<file path="src/rtl/wtile_stage_fifo.sv">
module wtile_stage_fifo #(
  parameter int N = 8,
  parameter int SLOTS = 4,
  parameter int AW = 32,
  localparam int CW = $clog2(SLOTS + 1),
  localparam int RW = N * 8
) (
  input  logic          clk,
  input  logic          rst_n,
  input  logic          flush,
  input  logic          fetch_valid,
  input  logic [AW-1:0] fetch_addr,
  output logic          fetch_ready,
  output logic          mem_req_valid,
  output logic [AW-1:0] mem_req_addr,
  input  logic          mem_req_ready,
  input  logic          mem_rsp_valid,
  input  logic [RW-1:0] mem_rsp_data,
  output logic          tile_valid,
  output logic [RW-1:0] tile_row,
  output logic          tile_last,
  input  logic          tile_ready,
  output logic [CW-1:0] reserved_count,
  output logic [CW-1:0] complete_count
);
  localparam int SW = $clog2(SLOTS);
  localparam int ROWW = $clog2(N);
  localparam int DW = $clog2(SLOTS * N + 1);

  logic [RW-1:0]   store [SLOTS*N];
  logic [SW-1:0]   fill_slot, rd_slot;
  logic [ROWW-1:0] fill_row, rd_row;
  logic [CW-1:0]   res_q, done_q;
  logic [DW-1:0]   drop_q, owed;
  logic            pop, release_now, slot_open, issue, beat_wr, tile_done;

  assign tile_valid     = done_q != '0;
  assign tile_row       = store[{rd_slot, rd_row}];
  assign tile_last      = rd_row == ROWW'(N - 1);
  assign pop            = tile_valid && tile_ready;
  assign release_now    = pop && tile_last;
  assign slot_open      = (res_q < CW'(SLOTS)) || release_now;
  assign mem_req_valid  = fetch_valid && slot_open && !flush && drop_q == '0;
  assign mem_req_addr   = fetch_addr;
  assign fetch_ready    = slot_open && mem_req_ready && !flush && drop_q == '0;
  assign issue          = fetch_valid && fetch_ready;
  assign beat_wr        = mem_rsp_valid && drop_q == '0;
  assign tile_done      = beat_wr && fill_row == ROWW'(N - 1);
  assign owed           = (DW'(res_q - done_q) << ROWW) - DW'(fill_row);
  assign reserved_count = res_q;
  assign complete_count = done_q;

  always_ff @(posedge clk)
    if (beat_wr && !flush) store[{fill_slot, fill_row}] <= mem_rsp_data;

  always_ff @(posedge clk or negedge rst_n) begin
    if (!rst_n) begin
      res_q <= '0; done_q <= '0; drop_q <= '0;
      fill_slot <= '0; fill_row <= '0; rd_slot <= '0; rd_row <= '0;
    end else if (flush) begin
      res_q <= '0; done_q <= '0;
      fill_slot <= '0; fill_row <= '0; rd_slot <= '0; rd_row <= '0;
      drop_q <= drop_q + owed - DW'(mem_rsp_valid);
    end else begin
      res_q  <= res_q + CW'(issue) - CW'(release_now);
      done_q <= done_q + CW'(tile_done) - CW'(release_now);
      if (mem_rsp_valid && drop_q != '0) drop_q <= drop_q - 1'b1;
      if (beat_wr) fill_row <= fill_row + 1'b1;
      if (tile_done) fill_slot <= fill_slot + 1'b1;
      if (pop) rd_row <= rd_row + 1'b1;
      if (release_now) rd_slot <= rd_slot + 1'b1;
    end
  end

  assert_cap_R2: assert property (@(posedge clk) disable iff (!rst_n)
    reserved_count <= CW'(SLOTS));
  assert_full_bp_R2: assert property (@(posedge clk) disable iff (!rst_n)
    (reserved_count == CW'(SLOTS) && !(tile_valid && tile_ready && tile_last)) |-> !fetch_ready);
  assert_ack_R1: assert property (@(posedge clk) disable iff (!rst_n)
    (fetch_valid && fetch_ready) |=> reserved_count != '0);
  assert_done_le_res_R4: assert property (@(posedge clk) disable iff (!rst_n)
    complete_count <= reserved_count);
  assert_hold_R7: assert property (@(posedge clk) disable iff (!rst_n)
    (tile_valid && !tile_ready && !flush) |=> (tile_valid && $stable(tile_row) && $stable(tile_last)));
  assert_flush_R8: assert property (@(posedge clk) disable iff (!rst_n)
    flush |=> (reserved_count == '0 && !tile_valid));
endmodule

</file>
<file path="config.mk">
export PLATFORM = sky130hd
export DESIGN_NAME = wtile_stage_fifo
export DESIGN_NICKNAME = d
export VERILOG_FILES = /design/src/rtl/wtile_stage_fifo.sv
export SDC_FILE = /design/constraint.sdc
export NUM_CORES = 2
export LEC_CHECK = 0
export ABC_CLOCK_PERIOD_IN_PS = 5300
export CELL_PAD_IN_SITES_DETAIL_PLACEMENT = 1
export CELL_PAD_IN_SITES_GLOBAL_PLACEMENT = 1
export CORE_ASPECT_RATIO = 1.75
export CORE_MARGIN = 3
export CORE_UTILIZATION = 47
export DETAILED_ROUTE_END_ITERATION = 12
export HOLD_SLACK_MARGIN = 0.1
export PLACE_DENSITY_LB_ADDON = 0.1
export SETUP_SLACK_MARGIN = 0.5
export SYNTH_ARGS = -nofsm -noshare
export SYNTH_HDL_FRONTEND = slang
export SYNTH_SLANG_ARGS = --single-unit
</file>
<file path="constraint.sdc">
create_clock -name clk -period 5.3 [get_ports clk]
set_input_delay 0.53 -clock clk [delete_from_list [all_inputs] [get_ports clk]]
set_output_delay 0.53 -clock clk [all_outputs]
set_load 0.02 [all_outputs]
</file>
==> reports/metrics.cfg <==
[clocking]
clk_pin_slew_ps = 70
cts_tree = built
clk_latency_ps = 820
htree_num_levels = 4
clock_path_buffers = 4
cts_root_buf = clkbuf_16
cts.sinks = 2070
numCtsBuffers = 190

[cells_and_area]
drive_above_1_share_pct = 24.3
area_delta_synth_final_pct = 14.2
final.fill_count = 13935
num-nets-final = 3841
layout_common_cells = edfxtp_1, mux4_2, o22ai_1, clkbuf_16, clkdlybuf4s50_1
final_common_cell = edfxtp_1

[timing]
hold_violations = 0
worstMarginPinSlew_ps = 1280
holdWs_ps = 299
max-slew-margin-rel_pct = 14.2
min_period_ps = 4710
fmax_ghz = 0.212
finalCritPeriodShare_pct = 88.9
tns_ps = 0
setup_viol = 0
rsz0062_at_grt = no
finClkSkew_ps = 33.0
slew_violations = 0

[routing]
ant_nets = 0
vias = 37852
drt-wirelength-per-cell_um = 36.1
wl_um = 218000
vias_per_cell = 6.27
drtPass1Iterations = 6
drc = 0
drt_iter0_markers = 4008

[setup_path]
reg2reg_to = store[9][54]$_DFFE_PP_
crit_path_max_incr_delay_ps = 790
cp.required_ps = 4770
crit_top_cell = buf_12
start_kind = register
cpLargestDelayFamily = buffers and inverters
slowest_stage = clkdlybuf4s50_1
critPathBufInv = 3
path_max_fanout = 53
worst_r2r_startpoint = drop_q[0]$_DFFE_PN0P_
reg2reg_slack_ps = 1890
ff2ff_path_depth = 7
crit_arrival_ps = 4180
endpoint_kind = output pin
crit_type = reg -> out
crit_chain = buf_12 -> nand2_2 -> buf_12 -> o22ai_1 -> nor4_1 -> clkdlybuf4s50_1

[yosys]
syn_inst = 3438
synth.cell_area_um2 = 78400
synth_top_area_share_pct = 78.4
syn_avg_cell_area_um2 = 22.8
yosys-top-cells-area = edfxtp_1, mux4_2, o22ai_1
synth-seq-cells = 2070
synth-edff-count = 2048
synth-main-ff-cell = edfxtp_1
ys_seq_area_share_pct = 79.1
synthArstFlopShare_pct = 1.06
ys_types = 40
syn-num-nets = 3571
yosys.area.top_type = edfxtp_1
yosys_warnings = 0

[floorplan]
coreArea_um2 = 165000
start_util_pct = 47.5
die_width_um = 315
num_rows = 197
die_area_um2 = 172000
pin_count = 209
die_h_um = 546

[run_status]
status = completed

[placement]
port_buffers = 144
dp_hpwl_um = 118000
gp_congestion = 0.769

[grt]
grt_max_degree = 102
overflow = 0
antenna_found_initial = 13
grt_pass1_wl_um = 307000
grt_use_total_pct = 25.5
grt_pass1_vias = 40719

[power_and_ir_drop]
peakVddDrop_mv = 0.256
p_leak_nw = 26.8
power_density_nw_per_um2 = 355

[min_path]
hold_path_class = in -> async

[flow_run]
cap_violations = 0

metrics by stage:
step | setup slack, ps | utilization (%) | instances | instance area (um^2) | power, W
detailed placement | 867 | 50.6 | 5697 | 83500 | 0.0190
finish | 591 | 54.2 | 6040 | 89500 | 0.0317
CTS | 502 | 54.2 | 6034 | 89500 | 0.0320
global route | 506 | 54.2 | 6037 | 89500 | 0.0327
global placement | 977 | 50.6 | 5697 | 83500 | 0.0189
floorplan | 847 | - | 3438 | 78400 | 0.0186
where the power goes:
group          internal [W]  switching (W)  leakage (nW)
sequential           0.0180      0.0000276          18.7
combinational      0.000181       0.000398          5.27
clock               0.00723        0.00589          2.84
worst max path at each step:
stage	from	endpoint	slack (ps)	cells past startpoint
global placement	rd_row[0]$_DFFE_PN0P_	tile_row[9]	980	6
floorplan	mem_rsp_valid	store[15][0]$_DFFE_PP_	850	5
detailed placement	rd_row[0]$_DFFE_PN0P_	tile_row[9]	870	6
CTS	rd_row[1]$_DFFE_PN0P_	tile_row[58]	500	7
global route	rd_slot[1]$_DFFE_PN0P_	tile_row[30]	510	6
finish	rd_row[1]$_DFFE_PN0P_	tile_row[26]	590	6
cell usage after synthesis (25+ instances only):
cell type  instances
nand2_1           33
buf_4             71
nor2_1            50
clkbuf_1          79
buf_2             45
o22ai_1          212
mux2i_1           91
nand3_1           36
a22oi_1           44
mux4_2           466
nor4_1            53
edfxtp_1        2048
inv_1             25
routing by layer:
layer  vias to the layer above  GRT usage (%)  part of all wire, %
met1                     20872           33.0                   39
li1                      15172              -                    -
met3                       390           3.96                  5.8
met2                      1406           44.2                   52
met5                         -              0                0.037
met4                        12           8.05                  3.4
state kept, by name, summed over array words and instances (netlist names):
signal	cells
reserved_count	3
store	2048
drop_q	6
fill_slot	2
fill_row	3
complete_count	3
rd_slot	2
rd_row	3
logic make-up after synthesis:
logic type / Yosys count / synth area share, %
AOI/OAI and AO/OA: 296 / 2.49
xor gates and xnor gates: 16 / 0.179
adders and majority gates: 30 / 0.546
buffers and inverters: 243 / 1.61
DFF: 2070 / 79.1
muxes: 557 / 14.5
and+or+nand+nor: 226 / 1.48
cell type report:
type	instances	area, um^2	share of cell area, %
tap	2189	2740	3.06
clock inverter	110	855	0.955
timing repair buffer	296	3410	3.81
clock buffer	221	4930	5.51
multi-input combinational	1125	15400	17.2
inverter	25	93.8	0.105
antenna	4	10.0	0.0112
sequential	2070	62100	69.3
what timing repair did:
item                                    in CTS  in global routing
hold buffers                                 0                  1
endpoints found under the setup margin      41                  1
endpoints found under the hold margin        0                 22
gates resized for setup                     10                  2
buffers inserted                             6                  0
Power figures use the tool's default switching activity.
